## config.mk

```make
export PLATFORM = sky130hd
export DESIGN_NAME = coh_unit_regs
export DESIGN_NICKNAME = d
export VERILOG_FILES = /design/src/rtl/coh_regs_pkg.sv /design/src/rtl/coh_cfg_word.sv /design/src/rtl/coh_pwr_status.sv /design/src/rtl/coh_read_port.sv /design/src/rtl/coh_unit_regs.sv
export SDC_FILE = /design/constraint.sdc
export NUM_CORES = 1
export LEC_CHECK = 0
export ABC_AREA = 1
export CAP_MARGIN = 20
export CORE_ASPECT_RATIO = 0.5
export CORE_MARGIN = 2
export CORE_UTILIZATION = 46
export DETAILED_ROUTE_END_ITERATION = 10
export GPL_TIMING_DRIVEN = 0
export MAX_ROUTING_LAYER = met4
export PLACE_DENSITY = 0.73
export SYNTH_ARGS = -nofsm -noshare
export SYNTH_HDL_FRONTEND = slang
export SYNTH_SLANG_ARGS = --single-unit
```

## constraint.sdc

```tcl
create_clock -name clk -period 1.47 [get_ports clk]
set_clock_uncertainty 0.1 [all_clocks]
set_input_delay 0.294 -clock clk [delete_from_list [all_inputs] [get_ports clk]]
set_output_delay 0.294 -clock clk [all_outputs]
set_load 0.01 [all_outputs]
```

## src/rtl/coh_regs_pkg.sv

```systemverilog
package coh_regs_pkg;

    localparam int DATA_W  = 32;
    localparam int ADDR_W  = 8;
    localparam int SIZE_W  = 3;
    localparam int CPU_MAX = 4;

    localparam logic [SIZE_W-1:0] SZ_BYTE = 3'd1;
    localparam logic [SIZE_W-1:0] SZ_HALF = 3'd2;
    localparam logic [SIZE_W-1:0] SZ_WORD = 3'd4;

    localparam logic [ADDR_W-1:0] OFS_CTRL = 8'h00;
    localparam logic [ADDR_W-1:0] OFS_CFG  = 8'h04;
    localparam logic [ADDR_W-3:0] OFS_PWR_WORD = 6'h02;

    typedef struct packed {
        logic              valid;
        logic              write;
        logic [ADDR_W-1:0] addr;
        logic [SIZE_W-1:0] size;
        logic [DATA_W-1:0] wdata;
    } bus_req_t;

    function automatic logic size_ok(input logic [SIZE_W-1:0] sz);
        return (sz == SZ_BYTE) || (sz == SZ_HALF) || (sz == SZ_WORD);
    endfunction

    function automatic logic [DATA_W-1:0] lane_mask(input logic [SIZE_W-1:0] sz);
        logic [DATA_W-1:0] m;
        case (sz)
            SZ_BYTE: m = 32'h0000_00FF;
            SZ_HALF: m = 32'h0000_FFFF;
            SZ_WORD: m = 32'hFFFF_FFFF;
            default: m = '0;
        endcase
        return m;
    endfunction

    function automatic logic [4:0] lane_shift(input logic [1:0] lane);
        return {lane, 3'b000};
    endfunction

    function automatic logic in_pwr_range(input logic [ADDR_W-1:0] a);
        return a[ADDR_W-1:2] == OFS_PWR_WORD;
    endfunction

endpackage

```

## src/rtl/coh_cfg_word.sv

```systemverilog
module coh_cfg_word
    import coh_regs_pkg::*;
#(
    parameter int NCPU = 1
) (
    output logic [DATA_W-1:0] cfg_word
);
    localparam int MASK_LSB = 4;
    localparam int CNT_W    = 2;

    logic [CPU_MAX-1:0] present;

    for (genvar c = 0; c < CPU_MAX; c++) begin : g_cpu
        if (c < NCPU) begin : g_on
            assign present[c] = 1'b1;
        end else begin : g_off
            assign present[c] = 1'b0;
        end
    end

    localparam logic [CNT_W-1:0] CNT_FIELD = CNT_W'(NCPU - 1);

    assign cfg_word = {{(DATA_W-MASK_LSB-CPU_MAX){1'b0}}, present,
                       {(MASK_LSB-CNT_W){1'b0}}, CNT_FIELD};
endmodule

```

## src/rtl/coh_pwr_status.sv

```systemverilog
module coh_pwr_status
    import coh_regs_pkg::*;
(
    input  logic              clk,
    input  logic              rst,
    input  logic              wr_en,
    input  logic [1:0]        lane,
    input  logic [SIZE_W-1:0] size,
    input  logic [DATA_W-1:0] wdata,
    output logic [DATA_W-1:0] status
);
    logic [DATA_W-1:0] base_mask;
    logic [DATA_W-1:0] put_mask;
    logic [DATA_W-1:0] put_data;
    logic              accept;

    always_comb begin
        base_mask = lane_mask(size);
        put_mask  = base_mask << lane_shift(lane);
        put_data  = (wdata & base_mask) << lane_shift(lane);
        accept    = wr_en && size_ok(size);
    end

    always_ff @(posedge clk) begin
        if (rst) begin
            status <= '0;
        end else if (accept) begin
            status <= (status & ~put_mask) | put_data;
        end
    end

    AST_PWR_HOLD: assert property (@(posedge clk) disable iff (rst)
        !accept |=> $stable(status));

    AST_PWR_LANE_KEEP: assert property (@(posedge clk) disable iff (rst)
        accept |=> (((status ^ $past(status)) & ~$past(put_mask)) == '0));
endmodule

```

## src/rtl/coh_read_port.sv

```systemverilog
module coh_read_port
    import coh_regs_pkg::*;
#(
    parameter int NCPU = 1
) (
    input  logic              clk,
    input  logic              rst,
    input  logic              rd_en,
    input  logic [ADDR_W-1:0] addr,
    input  logic              ctrl_bit,
    input  logic [DATA_W-1:0] cfg_word,
    input  logic [DATA_W-1:0] status,
    output logic [DATA_W-1:0] rdata
);
    logic [DATA_W-1:0] sel;

    always_comb begin
        if (addr == OFS_CTRL) begin
            sel = {{(DATA_W-1){1'b0}}, ctrl_bit};
        end else if (addr == OFS_CFG) begin
            sel = cfg_word;
        end else if (in_pwr_range(addr)) begin
            sel = status >> lane_shift(addr[1:0]);
        end else begin
            sel = '0;
        end
    end

    always_ff @(posedge clk) begin
        if (rst) begin
            rdata <= '0;
        end else if (rd_en) begin
            rdata <= sel;
        end
    end

    AST_RD_HOLD: assert property (@(posedge clk) disable iff (rst)
        !rd_en |=> $stable(rdata));

    AST_RD_RAZ: assert property (@(posedge clk) disable iff (rst)
        (rd_en && addr != OFS_CTRL && addr != OFS_CFG && !in_pwr_range(addr))
        |=> (rdata == '0));

    AST_RD_CTRL_ZEXT: assert property (@(posedge clk) disable iff (rst)
        (rd_en && addr == OFS_CTRL) |=> (rdata[DATA_W-1:1] == '0));

    AST_RD_CFG_SHAPE: assert property (@(posedge clk) disable iff (rst)
        (rd_en && addr == OFS_CFG) |=> (rdata[DATA_W-1:8] == '0
            && $countones(rdata[7:4]) == NCPU && rdata[3:2] == 2'b00));
endmodule

```

## src/rtl/coh_unit_regs.sv

```systemverilog
module coh_unit_regs
    import coh_regs_pkg::*;
#(
    parameter int NCPU = 1
) (
    input  logic              clk,
    input  logic              rst,
    input  logic              req_valid,
    input  logic              req_write,
    input  logic [ADDR_W-1:0] req_addr,
    input  logic [SIZE_W-1:0] req_size,
    input  logic [DATA_W-1:0] req_wdata,
    output logic [DATA_W-1:0] rsp_rdata
);
    bus_req_t          req;
    logic              ctrl_q;
    logic              ctrl_we;
    logic              pwr_we;
    logic              rd_en;
    logic [DATA_W-1:0] cfg_word;
    logic [DATA_W-1:0] pwr_status;

    always_comb begin
        req.valid = req_valid;
        req.write = req_write;
        req.addr  = req_addr;
        req.size  = req_size;
        req.wdata = req_wdata;
        ctrl_we   = req.valid && req.write && (req.addr == OFS_CTRL) && size_ok(req.size);
        pwr_we    = req.valid && req.write && in_pwr_range(req.addr);
        rd_en     = req.valid && !req.write;
    end

    always_ff @(posedge clk) begin
        if (rst) begin
            ctrl_q <= 1'b0;
        end else if (ctrl_we) begin
            ctrl_q <= req.wdata[0];
        end
    end

    AST_CTRL_HOLD: assert property (@(posedge clk) disable iff (rst)
        !ctrl_we |=> $stable(ctrl_q));

    coh_cfg_word #(.NCPU(NCPU)) i_cfg (
        .cfg_word (cfg_word)
    );

    coh_pwr_status i_pwr (
        .clk    (clk),
        .rst    (rst),
        .wr_en  (pwr_we),
        .lane   (req.addr[1:0]),
        .size   (req.size),
        .wdata  (req.wdata),
        .status (pwr_status)
    );

    coh_read_port #(.NCPU(NCPU)) i_rd (
        .clk      (clk),
        .rst      (rst),
        .rd_en    (rd_en),
        .addr     (req.addr),
        .ctrl_bit (ctrl_q),
        .cfg_word (cfg_word),
        .status   (pwr_status),
        .rdata    (rsp_rdata)
    );

    initial begin
        AST_NCPU_RANGE: assert (NCPU >= 1 && NCPU <= CPU_MAX);
    end
endmodule

```

### Word-level counts from Yosys, hierarchy flattened

Cells that the tools add are included.

| word-level totals | value |
|---|---|
| output and inout bits | 32 |
| flip-flop bits (word level) | 65 |

| cells by class | value |
|---|---|
| reductions and logical operators | 10 |
| bitwise gates (word level) | 4 |
| equality and inequality tests | 5 |
| multiplexer cells | 4 |
| shifts and indexed selects | 3 |

Operator list:

| kind | number |
|---|---|
| 32-bit 2-to-1 mux | 3 |
| 32-bit case mux with 3 select lines | 1 |
| 32-bit AND | 2 |
| 32-bit by 5-bit << shifter with 32-bit output | 2 |
| 32-bit inverter | 1 |
| 32-bit bitwise OR | 1 |
| 32-bit by 5-bit right shift with 32-bit output | 1 |
| 8-bit by 3-bit == test with 1-bit output (second input constant) | 1 |
| 8-bit logical NOT | 1 |
| 6-bit by 2-bit == test with 1-bit output (second input constant) | 1 |
| 1-bit logical AND | 6 |
| 3-bit by 1-bit == test with 1-bit output (second input constant) | 1 |
| 3-bit by 2-bit == test with 1-bit output (second input constant) | 1 |
| 3-bit == test (second input constant) | 1 |
| 1-bit logical OR | 2 |
| 1-bit logical NOT | 1 |

### Depth between registers and ports, before layout

| logic depth | value |
|---|---|
| depth in word-level cells | 6 |
| mapped depth | 9 |

### Hierarchy

A second synthesis with hierarchy kept.

| unflattened totals | value |
|---|---|
| cells, all modules | 740 |
| area total of the unflattened synthesis | 4501.8 sq um |

By module, submodules not included:

| module | cells an instance | seq. area each (sq um) | area each (sq um) | times used |
|---|---|---|---|---|
| coh_read_port | 376 | 640.6 | 2240.9 | 1 |
| coh_pwr_status | 302 | 640.6 | 1865.5 | 1 |
| coh_cfg_word | 34 | 0.0 | 247.7 | 1 |
| coh_unit_regs | 28 | 20.0 | 147.6 | 1 |

### Worst setup path before layout

Ideal clock, no wire load.

| timing path | value |
|---|---|
| kind | input port to flip-flop |
| start point | input req_size[0] |
| end point | register i_pwr.status[24] |
| buffers on the path | 1 |
| data required time | 1.238 ns |
| slack | 0.016 ns |
| arrival time | 1.221 ns |
| stages on the path | 7 |
| path through | nor2_4 -> nand2_4 -> nand3_4 -> buf_6 -> nand4_1 -> nand2_1 -> a21oi_1 |

| between the ends | value |
|---|---|
| word-level cells in the longest chain between the ends | 6 |
| elaborated cells between the ends (all ways) | 13 |
| classes of those cells | 3 x eq/ne; 2 x shift; 1 x mux; 4 x bitwise; 3 x reduce/logical |

Ends and longest elaborated chain:

| what | RTL line | RTL |
|---|---|---|
| from (decl) | coh_unit_regs.sv:11 | `input logic [SIZE_W-1:0] req_size,` |
| 3-bit == test, or another cell as far along | coh_regs_pkg.sv:25, coh_regs_pkg.sv:30 |  |
| 32-bit case mux with 3 select lines | coh_regs_pkg.sv:30 | `case (sz)` |
| 32-bit by 5-bit << shifter with 32-bit output | coh_pwr_status.sv:19 | `put_mask = base_mask << lane_shift(lane);` |
| 32-bit inverter | coh_pwr_status.sv:28 | `status <= (status & ~put_mask) \| put_data;` |
| 32-bit AND | coh_pwr_status.sv:28 |  |
| 32-bit bitwise OR | coh_pwr_status.sv:28 |  |
| to (signal assigned) | coh_pwr_status.sv:28 |  |
| to (decl) | coh_pwr_status.sv:10 | `output logic [DATA_W-1:0] status` |

Parallel ways exist; a longest one is shown, timed or not.
A chain may end at the register's enable or synchronous reset.

### Worst setup path in the final report

| timing path | value |
|---|---|
| start point | input req_addr[0] |
| end point | register i_pwr.status[27] |

| between the ends | value |
|---|---|
| word-level cells in the longest chain between the ends | 4 |
| elaborated cells between the ends (all ways) | 5 |
| classes of those cells | 2 x shift; 3 x bitwise |

Ends and longest elaborated chain:

| what | RTL line | RTL |
|---|---|---|
| from (decl) | coh_unit_regs.sv:10 | `input logic [ADDR_W-1:0] req_addr,` |
| 32-bit by 5-bit << shifter with 32-bit output | coh_pwr_status.sv:19 |  |
| 32-bit inverter | coh_pwr_status.sv:28 |  |
| 32-bit AND | coh_pwr_status.sv:28 |  |
| 32-bit bitwise OR (*) | coh_pwr_status.sv:28 |  |

Mark *: on every way between the ends. The rest lies on a longest branch, timed or not.

==> qor.yml <==
outcome: "completed"
cts-buffers-inserted: 9
synthDominantAreaCellType: "dfxtp_1"
netSwitchingPower_mw: 1.195
whs_ns: 0.2951
grt_antenna_before_repair: 0
max-cap-violations: 0
synthToLayoutAreaGrowth_pct: 47.48
yosysWarnings: 0
layout.cells.most_common_list: "nand2_1, a21oi_1, dfxtp_1"
clock_path_buffers: 2
cts_sinks: 65
num_vias: 4351
crit_chain: "dlygate4sd2_1 > buf_6 > buf_6 > buf_4 > nor2_4 > nand2_1 > a21oi_1 > nand2_2 > a21oi_1"
hold_viol_final: 0
rr_worst_depth: 6
clock_power_share: 0.468
initial_utilization: 0.4819
max-vdd-ir-drop_uv: 606.3
root_cell_of_the_clock_tree: "clkbuf_16"
comb_power_share: 0.147
postRouteWirelength_um: 13270
postSynthRegisterBits: 65
die_h_um: 66.51
detailedRoute.firstIterationViolations: 440
clock_latency_on_the_worst_skew_pair_ns: 0.33
min_period_over_period: 0.9910
layout_nets: 725
dieWidth_um: 129.0
worst_hold_path_type: "input port to register"
cp-endpoint: "i_pwr.status[27]"
finalWorstSetupSlack_ns: 0.01321
synthesized_area_sq_um: 3595
syn_area_per_cell_sq_um: 6.374
via_per_inst: 5.501
gp_routability_congestion: 1.006
number_of_pins_with_negative_max_slew_slack_in_the_final_report: 0
setup.worst_path.class: "input port to register"
drt-pass1-iter-count: 5
timing.final.crit_period_ns: 1.457
final_util: 0.7107
critPathLaunch: "req_addr[0]"
floorplan.rows: 22
global_route.usage.total: 0.3342
synth.net_count: 611
pint_mw: 3.389
portBuffers: 76
io-pin-count: 79
power.leakage_nw: 2.213
grt_first_pass_wirelength_um: 20560
n_antenna_cell: 0
critical_path.reg2reg.endpoint: "i_rd.rdata[1]"
synthesis.instances: 564
route.detailed.drc: 0
pwr-share-seq: 0.385
worst_ep_arrival_time_ns: 1.62
final_cells: 791
grt_pass1_vias: 3895
worst_path_fanout_max: 6
power-per-cell-area_nw_per_um2: 864.7
placeableCoreArea_sq_um: 7460
design_power_total_mw: 4.584
filler_cell_count: 667
timing_worst_slew_pin_value_ns: 0.7061
rsz0062_at_grt: "true"
design.die.area_sq_um: 8581
slowest_stage: "dlygate4sd2_1"
synth_sequential_area_ratio: 0.3620
dpl.hpwl_um: 9467
placed_cell_area_sq_um: 4491
netSwitchingFraction: 0.2608
reg2reg_from: "i_pwr.status[9]"
timing.critical_path.slowest_cell_delay_ns: 0.26
postRouteAntennaNets: 0
synth_largest_type_area_fraction: 0.3620
final-seq-area_sq_um: 1301
clkTransAtPathRegs_ns: 0.06
tritoncts_clock_tree: "built"
post_route_cells_drive_above_1_share: 0.2064
routed_wire_length_per_instance_um: 16.78
ctsHoldBuffers: 0
synth.area.top_cells: "dfxtp_1, nand2_1, a21oi_1, nand3_1, inv_1"
r2r_slack_ns: 0.12
globalRoute.totalOverflow: 0
synth_cell_types: 28
achievable-frequency_ghz: 0.6864
mostFrequentLayoutCell: "nand2_1"
worst-endpoint-required_ns: 1.63
placed_cells_incl_taps: 748
htree_levels: 3
maximum_number_of_pins_on_one_net_before_global_route_repair: 12
final-setup-viol-count: 0
final.setup.tns_ns: 0
multi_input_area_sq_um: 2227
worst_setup_path_start_kind: "input port"
place_worst_setup_slack_ns: -0.8630
cp-end-kind: "register"
slew_headroom: 0.5293
finalInstanceArea_sq_um: 5301
==> power groups by stage <==
stage / clock network [mW] / logic [mW] / registers (mW)
6_report: 2.15 / 0.673 / 1.77
5_1_grt: 2.23 / 0.715 / 1.77
4_1_cts: 2.15 / 0.614 / 1.77
3_5_place_dp: 0 / 0.521 / 1.80
3_3_place_gp: 0 / 0.519 / 1.80
2_1_floorplan: 0 / 0.276 / 1.80
==> how the worst min path moves through the flow <==
stage | endpoint | from | slack [ns] | cells after the start
global route | i_pwr.status[2] | req_addr[1] | 0.33 | 4
detailed placement | ctrl_q | ctrl_q | 0.34 | 2
CTS | i_pwr.status[2] | req_addr[1] | 0.26 | 4
global placement | ctrl_q | ctrl_q | 0.34 | 2
finish | i_rd.rdata[4] | req_addr[3] | 0.30 | 4
floorplan | ctrl_q | ctrl_q | 0.32 | 2
==> per-layer routing <==
layer	global-route usage	vias to the layer above	wire length, um
met5	-	-	0
met4	0.09511	0	233
met3	0.1092	27	1659
met2	0.4689	263	5185
met1	0.4584	1967	6192
li1	-	2094	-
==> logic make-up after synthesis <==
group | share of synthesized area
flip-flops | 0.3620
multiplexers | 0.002785
AO/OA/AOI/OAI | 0.1580
buffers and inverters | 0.08806
AND/OR/NAND/NOR | 0.3891
==> layout make-up <==
type	count	share of cell area
Multi-Input combinational cell	425	0.4201
Sequential cell	65	0.2455
Timing Repair Buffer	103	0.1796
Clock buffer	11	0.04579
Buffer	36	0.04508
Inverter	38	0.02809
Tap cell	108	0.02549
Clock inverter	5	0.01038
==> Yosys cell counts, drive strengths merged <==
cell type,n
nand4,10
clkinv,1
nand2,196
a22oi,1
o21ai,13
inv,37
dfxtp,65
nand3,77
mux2i,1
buf,19
o211ai,8
a21oi,80
or2,4
nor2,29
clkbuf,17
o221ai,4
nor3,2
==> sequential cells by signal, indices dropped and copies added (netlist names) <==
signal        flops
i_pwr.status     32
i_rd.rdata       32
ctrl_q            1
==> what timing repair did <==
item / CTS / global route
setup buffers: 18 / 5
pin swaps: 23 / 19
endpoints found under the hold margin: 0 / 0
endpoints found under the setup margin: 97 / 49
gates cloned: 4 / 0
resized for setup: 119 / 53
==> worst max-delay path, delay by kind of cell <==
| kind | cells | cell delay [ns] |
|---|---|---|
| compound gates | 2 | 0.29 |
| buf+inv | 4 | 0.68 |
| simple gates | 3 | 0.35 |
(Power assumes the default switching activity.)
